===== src/rtl/chain_init_pkg.sv =====
package chain_init_pkg;

    localparam int unsigned CI_WORD_W = 32;
    localparam logic [CI_WORD_W-1:0] CI_END_MARK = 32'h00FF_FFFF;
    localparam logic [CI_WORD_W-1:0] CI_STEP     = 32'd4;

    typedef enum logic [1:0] {
        CI_IDLE  = 2'd0,
        CI_ARM   = 2'd1,
        CI_WRITE = 2'd2
    } ci_state_e;

    typedef struct packed {
        logic [CI_WORD_W-1:0] addr;
        logic [CI_WORD_W-1:0] data;
    } ci_beat_t;

    function automatic logic [CI_WORD_W-1:0] ci_addr_mask(input longint unsigned mem_bytes);
        logic [CI_WORD_W-1:0] m;
        m = CI_WORD_W'(mem_bytes - 1);
        m[1:0] = 2'b00;
        return m;
    endfunction

endpackage


===== src/rtl/chain_addr_step.sv =====
module chain_addr_step
    import chain_init_pkg::*;
#(
    parameter longint unsigned MEM_BYTES = 2097152
) (
    input  logic                 clk,
    input  logic                 rst,
    input  logic                 load,
    input  logic [CI_WORD_W-1:0] load_base,
    input  logic                 advance,
    output logic [CI_WORD_W-1:0] cur_addr,
    output logic [CI_WORD_W-1:0] next_addr
);
    localparam logic [CI_WORD_W-1:0] MASK = ci_addr_mask(MEM_BYTES);

    logic [CI_WORD_W-1:0] addr_q;

    always_comb begin
        next_addr = (addr_q - CI_STEP) & MASK;
    end

    always_ff @(posedge clk) begin
        if (rst) begin
            addr_q <= '0;
        end else if (load) begin
            addr_q <= load_base & MASK;
        end else if (advance) begin
            addr_q <= next_addr;
        end
    end

    assign cur_addr = addr_q;

endmodule


===== src/rtl/chain_word_cnt.sv =====
module chain_word_cnt #(
    parameter int unsigned COUNT_W = 16
) (
    input  logic               clk,
    input  logic               rst,
    input  logic               load,
    input  logic [COUNT_W-1:0] load_count,
    input  logic               advance,
    output logic               is_last
);
    localparam logic [COUNT_W:0] ONE     = {{COUNT_W{1'b0}}, 1'b1};
    localparam logic [COUNT_W:0] MAX_CNT = {1'b1, {COUNT_W{1'b0}}};

    logic [COUNT_W:0] rem_q;

    always_ff @(posedge clk) begin
        if (rst) begin
            rem_q <= '0;
        end else if (load) begin
            rem_q <= (load_count == '0) ? MAX_CNT : {1'b0, load_count};
        end else if (advance) begin
            rem_q <= rem_q - ONE;
        end
    end

    assign is_last = (rem_q == ONE);

endmodule


===== src/rtl/chain_ctrl.sv =====
module chain_ctrl
    import chain_init_pkg::*;
(
    input  logic clk,
    input  logic rst,
    input  logic start,
    input  logic is_last,
    input  logic wr_ready,
    output logic load,
    output logic advance,
    output logic wr_valid,
    output logic busy,
    output logic trig_pend,
    output logic done
);
    ci_state_e state_q;
    logic      done_q;

    always_comb begin
        load      = (state_q == CI_IDLE) && start;
        wr_valid  = (state_q == CI_WRITE);
        advance   = wr_valid && wr_ready;
        busy      = (state_q != CI_IDLE);
        trig_pend = (state_q == CI_ARM);
    end

    always_ff @(posedge clk) begin
        if (rst) begin
            state_q <= CI_IDLE;
            done_q  <= 1'b0;
        end else begin
            done_q <= 1'b0;
            case (state_q)
                CI_IDLE: begin
                    if (start) begin
                        state_q <= CI_ARM;
                    end
                end
                CI_ARM: begin
                    state_q <= CI_WRITE;
                end
                CI_WRITE: begin
                    if (wr_ready && is_last) begin
                        state_q <= CI_IDLE;
                        done_q  <= 1'b1;
                    end
                end
                default: begin
                    state_q <= CI_IDLE;
                end
            endcase
        end
    end

    assign done = done_q;

endmodule


===== src/rtl/chain_init_engine.sv =====
module chain_init_engine
    import chain_init_pkg::*;
#(
    parameter longint unsigned MEM_BYTES = 2097152,
    parameter int unsigned     COUNT_W   = 16
) (
    input  logic                 clk,
    input  logic                 rst,
    input  logic                 cmd_start,
    input  logic [CI_WORD_W-1:0] cmd_base,
    input  logic [COUNT_W-1:0]   cmd_count,
    output logic                 busy,
    output logic                 trig_pend,
    output logic                 mem_wr_valid,
    output logic [CI_WORD_W-1:0] mem_wr_addr,
    output logic [CI_WORD_W-1:0] mem_wr_data,
    input  logic                 mem_wr_ready,
    output logic                 done
);
    logic                 load;
    logic                 advance;
    logic                 is_last;
    logic [CI_WORD_W-1:0] cur_addr;
    logic [CI_WORD_W-1:0] next_addr;
    ci_beat_t             beat;

    chain_ctrl u_ctrl (
        .clk       (clk),
        .rst       (rst),
        .start     (cmd_start),
        .is_last   (is_last),
        .wr_ready  (mem_wr_ready),
        .load      (load),
        .advance   (advance),
        .wr_valid  (mem_wr_valid),
        .busy      (busy),
        .trig_pend (trig_pend),
        .done      (done)
    );

    chain_addr_step #(.MEM_BYTES(MEM_BYTES)) u_addr (
        .clk       (clk),
        .rst       (rst),
        .load      (load),
        .load_base (cmd_base),
        .advance   (advance),
        .cur_addr  (cur_addr),
        .next_addr (next_addr)
    );

    chain_word_cnt #(.COUNT_W(COUNT_W)) u_cnt (
        .clk        (clk),
        .rst        (rst),
        .load       (load),
        .load_count (cmd_count),
        .advance    (advance),
        .is_last    (is_last)
    );

    // Link value is the next address; the final word gets the end marker.
    always_comb begin
        beat.addr = cur_addr;
        beat.data = is_last ? CI_END_MARK : next_addr;
    end

    assign mem_wr_addr = beat.addr;
    assign mem_wr_data = beat.data;

endmodule


===== config.mk =====
export PLATFORM = sky130hd
export DESIGN_NAME = chain_init_engine
export DESIGN_NICKNAME = d
export VERILOG_FILES = /design/src/rtl/chain_init_pkg.sv /design/src/rtl/chain_addr_step.sv /design/src/rtl/chain_word_cnt.sv /design/src/rtl/chain_ctrl.sv /design/src/rtl/chain_init_engine.sv
export SDC_FILE = /design/constraint.sdc
export NUM_CORES = 1
export LEC_CHECK = 0
export ABC_AREA = 1
export BUFFER_PORTS_ARGS = -buffer_cell sky130_fd_sc_hd__buf_2
export CAP_MARGIN = 5
export CORE_UTILIZATION = 55
export DETAILED_ROUTE_END_ITERATION = 8
export PLACE_DENSITY = 0.92
export SYNTH_ARGS = -nofsm -noshare
export SYNTH_HDL_FRONTEND = slang
export SYNTH_HIERARCHICAL = 1
export SYNTH_SLANG_ARGS = --single-unit

===== constraint.sdc =====
create_clock -name clk -period 6 [get_ports clk]
set_clock_uncertainty 0.1 [all_clocks]
set_input_delay 0 -clock clk [delete_from_list [all_inputs] [get_ports clk]]
set_output_delay 0 -clock clk [all_outputs]
set_load 0.02 [all_outputs]

======== After elaboration in Yosys (flattened, before gate mapping) ========
Index checks and enable logic that the tools add are counted.
word-level totals
  ROM bits ................................ 0
  latch bits .............................. 0
  memory bits (writable) .................. 0
  word-level logic and storage cells ...... 31
  memories kept ........................... 0
  flip-flop bits (word level) ............. 39
operators by class
  shift-type cells ........................ 0
  $lt $le $gt $ge ......................... 0
  divide/modulo/power cells ............... 0
  multipliers ............................. 0
  bitwise logic cells ..................... 1
  eq/ne operators ......................... 5
  add/sub/neg operators ................... 2
  multiplexer cells ....................... 10
  reduce and logical (&&, ||, !) cells .... 9
operators with widths
  operator                 number
  $mux W17                 3
  $mux W21                 2
  $mux W24                 1
  $sub A21 B3 Y21 const B  1
  $eq A17 B1 Y1 const B    1
  $sub A17 B1 Y17 const B  1
  $logic_not A16 Y1        1
  $pmux W2 S3              1
  $mux W2                  2
  $reduce_bool A2 Y1       2
  $logic_and A1 B1 Y1      3
  $eq A2 B1 Y1 const B     1
  $eq A2 B2 Y1 const B     1
  $logic_not A2 Y1         1
  $ne A2 B1 Y1 const B     1
  $ne A2 B2 Y1 const B     1
  $reduce_and A2 Y1        1
  $reduce_or A2 Y1         1
  $mux W1                  1
  $not A1 Y1               1

======== Longest topological paths before layout ========
  depth in word-level cells ............... 4
  mapped depth ............................ 11
  gate-level depth less buffers ........... 10

======== Cells and area by module ========
The synthesis kept the hierarchy.
by module, submodules not included
  module             times used  cells an instance  seq. area each (µm²)  area each (µm²)
  chain_addr_step    1           221                380.4                 1,602.8
  chain_word_cnt     1           209                340.3                 1,300.0
  chain_init_engine  1           68                 0.0                   316.6
  chain_ctrl         1           19                 60.1                  128.9

======== Least setup slack after synthesis ========
No wires, ideal clock.
  path type ............................... register to register
  from .................................... register u_ctrl.state_q[0]
  to ...................................... register u_addr.addr_q[10] (netlist: u_addr/cur_addr[10])
  arrival time ............................ 1,884 ps
  required time ........................... 5,832 ps
  stages on the path, launching flop included .. 8
  setup slack ............................. 3,948 ps
  library setup time ...................... 68 ps
  cells stage by stage .................... dfxtp_1 > inv_1 > nand2_1 > nor2_1 > buf_4 > clkbuf_1 > a22oi_1 > a21oi_2
between the ends
  word-level cells in the longest chain between the ends .. 3
ends and longest elaborated chain
  what                                                   line                     RTL
  start, declared                                        chain_ctrl.sv:16         ci_state_e state_q;
  start signal, assigned                                 chain_ctrl.sv:29         state_q <= CI_IDLE;
  start signal, assigned                                 chain_ctrl.sv:36         state_q <= CI_ARM;
  start signal, assigned                                 chain_ctrl.sv:40         state_q <= CI_WRITE;
  $logic_not A2 Y1 *                                     chain_ctrl.sv:20         load = (state_q == CI_IDLE) && start;
  $logic_and A1 B1 Y1 *                                  chain_ctrl.sv:20
  net load                                               chain_init_engine.sv:20  logic load;
  $mux W21 / $reduce_bool A2 Y1 (equally long branches)  -
  end signal, assigned                                   chain_addr_step.sv:26    addr_q <= load_base & MASK;
  end signal, assigned                                   chain_addr_step.sv:28    addr_q <= next_addr;
  end, declared                                          chain_addr_step.sv:16    logic [CI_WORD_W-1:0] addr_q;
Mark *: on every way through the listed nets, which the timed path passes. The rest lies on a longest branch.
A chain may end at the register's enable or synchronous reset.

======== Worst setup path after layout ========
  from .................................... register u_cnt.rem_q[5]
  to ...................................... output port mem_wr_data[19]
between the ends
  word-level cells in the longest chain between the ends .. 2
ends and longest elaborated chain
  what                    line                     RTL
  start, declared         chain_word_cnt.sv:14     logic [COUNT_W:0] rem_q;
  start signal, assigned  chain_word_cnt.sv:20     rem_q <= (load_count == '0) ? MAX_CNT : {1'b0, load_count};
  start signal, assigned  chain_word_cnt.sv:22     rem_q <= rem_q - ONE;
  $eq A17 B1 Y1           chain_word_cnt.sv:26     assign is_last = (rem_q == ONE);
  net is_last             chain_init_engine.sv:22  logic is_last;
  $mux W24                chain_init_engine.sv:63  beat.data = is_last ? CI_END_MARK : next_addr;
  end, declared           chain_init_engine.sv:16  output logic [CI_WORD_W-1:0] mem_wr_data,
The timed path passes the listed nets, and every way through them passes these cells.

==> flow_metrics.tcl <==
set metrics [dict create \
    antenna_found_initial 0 \
    avgRoutedWirePerCell_um 12.25 \
    regToRegEndpoint "u_ctrl/state_q[1]" \
    critical_path.max_stage_delay_ps 970 \
    setup_total_negative_slack_ps 0 \
    fillCellCount 486 \
    critical_path_required_ps 5900 \
    grt_use_met1_pct 30.21 \
    root_buffer "clkbuf_8" \
    ff2ff_setup_slack_ps 3740 \
    ctsHtreeMaxLevel 2 \
    vdd_drop_max_uv 159.0 \
    drtAntennaViolNets 0 \
    yosys.area_share.simple_pct 39.50 \
    routabilityCongestion 0.9149 \
    cp.arrival_ps 2560 \
    synth_edf_count 0 \
    syn_area_um2 3348 \
    dieArea_um2 6404 \
    post-cts-setup-buffers 0 \
    clk_pin_slew_ps 80 \
    max_freq_mhz 376.0 \
    drc_errors 0 \
    use_met3_pct 4.457 \
    ys_ff_latch 39 \
    reg2reg_from "u_cnt/rem_q[5]" \
    stdcell_count 701 \
    crit_fanout 24 \
    rows 28 \
    area_growth_pct 22.31 \
    hold_end "u_cnt/rem_q[13]" \
    diodes 0 \
    nets 680 \
    grtUsageTotal_pct 27.97 \
    power_density_nw_per_um2 262.6 \
    globalRoute.totalOverflow 0 \
    cp_num_buf_inv 2 \
    drv_cap 0 \
    avgSynthCellArea_um2 6.476 \
    drive_above_1_share_pct 26.04 \
    slew_headroom_pct 24.35 \
    post-dp-hpwl_mm 5.831 \
    worst_slack_ps 3340 \
    synth_top_family_by_area "simple AND/OR/NAND/NOR gates" \
    seq_area_um2 780.7 \
    cts_resized 0 \
    drt_iter0_drc 152 \
    first_pass_iters 5 \
    busiest_layer "met2" \
    rsz0062_at_grt "false" \
    cp_common_cell "nand2_1" \
    cts_tree "built" \
    die_y_um 80.03 \
    grt_pass1_vias 3341 \
    p_leak_nw 2.069 \
    path_cells "nor2_1 > nand2_1 > nor4_2 > inv_6 > nand2_1 > buf_2" \
    place.port_buffers 85 \
    holdPathStages 5 \
    yosys_warnings 6 \
    yosysSeqAreaShare_pct 23.32 \
    synth_top_flop_cell "dfxtp_1" \
    io_pins 120 \
    ys_async_sr_fraction_pct 0 \
    critPathSlowestCell "nor4_2" \
    core_area_um2 5886 \
    clock_latency_ps 300 \
    ff2ff_path_depth 6 \
    worstHoldStart "cmd_count[13]" \
    cts_buffers 5 \
    pre_cts_ws_ps 3713 \
    crit_family "simple AND/OR/NAND/NOR gates" \
    synth_compound_area_share_pct 12.33 \
    synth_fa_ha_area_share_pct 1.121 \
    die_w_um 80.03 \
    end_kind "output port" \
    hold_path.class "in2reg" \
    grt_max_degree 37 \
    dr_total_vias 3581 \
    routed_wl_mm 8.585 \
    outcome "completed" \
    cts-hold-fix-buffers 31 \
    period_share_pct 44.33 \
    worst_pin_slew_ps 1125 \
    setup_viol 0 \
    maxSlewViolCount 0 \
    synth.distinct_cells 41 \
    hold_viol 0 \
    multi_input_area_um2 2021 \
    syn_inst 517 \
    synthMuxAreaShare_pct 0 \
    start_util_pct 56.89 \
    grt_pass1_wl_mm 14.20 \
    clock-sinks 39 \
    dp.cells 662 \
    viasPerCell 5.108 \
    synth_xor_area_share_pct 4.223 \
    critPathKind "reg2out" \
    cp-start-kind "register" \
    min_period_ps 2660 \
    use_met2_pct 52.91 \
    cts_buffer_depth 2 \
]
## registers in the layout, summed over array words and instances (netlist names)
name and cells:
u_ctrl/done 1, u_addr/cur_addr 19, u_cnt/rem_q 17, u_ctrl/state_q 2
## layer usage
metal  wire length [um]  vias up  part of all wire [%]
li1                   -     1761                     -
met1               3420     1623                    40
met2               4350      167                    51
met3                564       30                   6.6
met4                249        0                   2.9
met5                  0        -                     0
## synth_stat cells (2+ instances only)
cell type    n  area share [%]
nand2_2     23             4.3
nand3b_1     3            0.67
nand2_1    114              13
a21oi_1     25             3.7
nor2_4       9             3.0
nand4_1      3            0.56
o21ai_0     12             1.8
nor2_2      11             2.1
buf_2        3            0.45
nor2_8       3             1.8
a211oi_1     2            0.45
a21oi_2      5             1.3
ha_1         3             1.1
buf_4       29             6.5
xor2_2       6             2.9
dfxtp_1     39              23
nor3_1       5            0.75
or2_2        2            0.37
inv_1       81             9.1
nand2_4      3             1.0
nor2_1      59             6.6
and2_1       2            0.37
nand3_1     30             4.5
clkbuf_8     2            0.82
buf_6        3             1.0
inv_2        3            0.34
xor2_1       4             1.0
a31oi_1      5            0.93
a22oi_1     15             3.4
clkbuf_1     2            0.22
## cell families (layout without fill, tap and decap cells)
group           Yosys count  after routing
fa+ha+maj                 3              3
other cells               1             26
flops                    39             39
xor+xnor                 11             11
buf+inv                 126            210
compound gates           67             67
simple gates            270            270
## report_power, final
group	switching (W)	internal, W	total, W
logic	0.000321	0.000174	0.000495
registers	0.0000302	0.000282	0.000312
clock network	0.000102	0.000166	0.000268
## worst min-delay path, stage by stage
cell and delay, ps:
buf_2 100, nor2_1 90, nor2_1 50, nand2_1 50, a21oi_1 60
## worst max-delay path by stage
stage | from | to | slack [ps] | cells past startpoint
finish | u_cnt/rem_q[5] | mem_wr_data[19] | 3340 | 6
global route | u_cnt/rem_q[5] | mem_wr_data[17] | 3170 | 6
CTS | u_cnt/rem_q[5] | mem_wr_data[15] | 3390 | 6
detailed placement | u_cnt/rem_q[5] | mem_wr_data[15] | 3710 | 6
global placement | u_cnt/rem_q[5] | mem_wr_data[12] | 3840 | 6
floorplan | u_ctrl/state_q[0] | u_addr/cur_addr[10] | 3950 | 7
## metrics by stage
step | cell area, um^2 | util, % | hold WS [ps] | total power, W
2_1_floorplan | 3442 | - | -23.21 | 0.0006925
3_3_place_gp | 3652 | 62.05 | 171.6 | 0.0007727
3_5_place_dp | 3652 | 62.05 | 182.7 | 0.0007867
4_1_cts | 4095 | 69.58 | 3.807 | 0.001071
5_1_grt | 4095 | 69.58 | 57.23 | 0.001143
6_report | 4095 | 69.58 | 14.37 | 0.001076
## layout by cell type, fill, tap and decap left out, types with 4 or more instances in the layout
| cell type | synthesis | layout |
|---|---|---|
| nor2_2 | 11 | 12 |
| nor2_1 | 59 | 58 |
| a22oi_1 | 15 | 15 |
| clkbuf_8 | 2 | 5 |
| nor3_1 | 5 | 5 |
| conb_1 | 1 | 26 |
| nand3_1 | 30 | 30 |
| xor2_1 | 4 | 4 |
| nor2_4 | 9 | 9 |
| xor2_2 | 6 | 6 |
| buf_2 | 3 | 85 |
| o21ai_0 | 12 | 12 |
| a21oi_2 | 5 | 5 |
| nand2_2 | 23 | 23 |
| dlygate4sd3_1 | 0 | 31 |
| dfxtp_1 | 39 | 39 |
| nand2_1 | 114 | 114 |
| a21oi_1 | 25 | 25 |
| a31oi_1 | 5 | 5 |
| inv_1 | 81 | 81 |
## final cells by class
class | count | area share [%]
clock buffer | 6 | 1.772
clock inverter | 2 | 1.467
inverter | 85 | 7.913
multi-input combinational | 377 | 49.34
sequential | 39 | 19.07
tap | 75 | 2.291
timing repair buffer | 117 | 18.15
(Power assumes the default switching activity.)
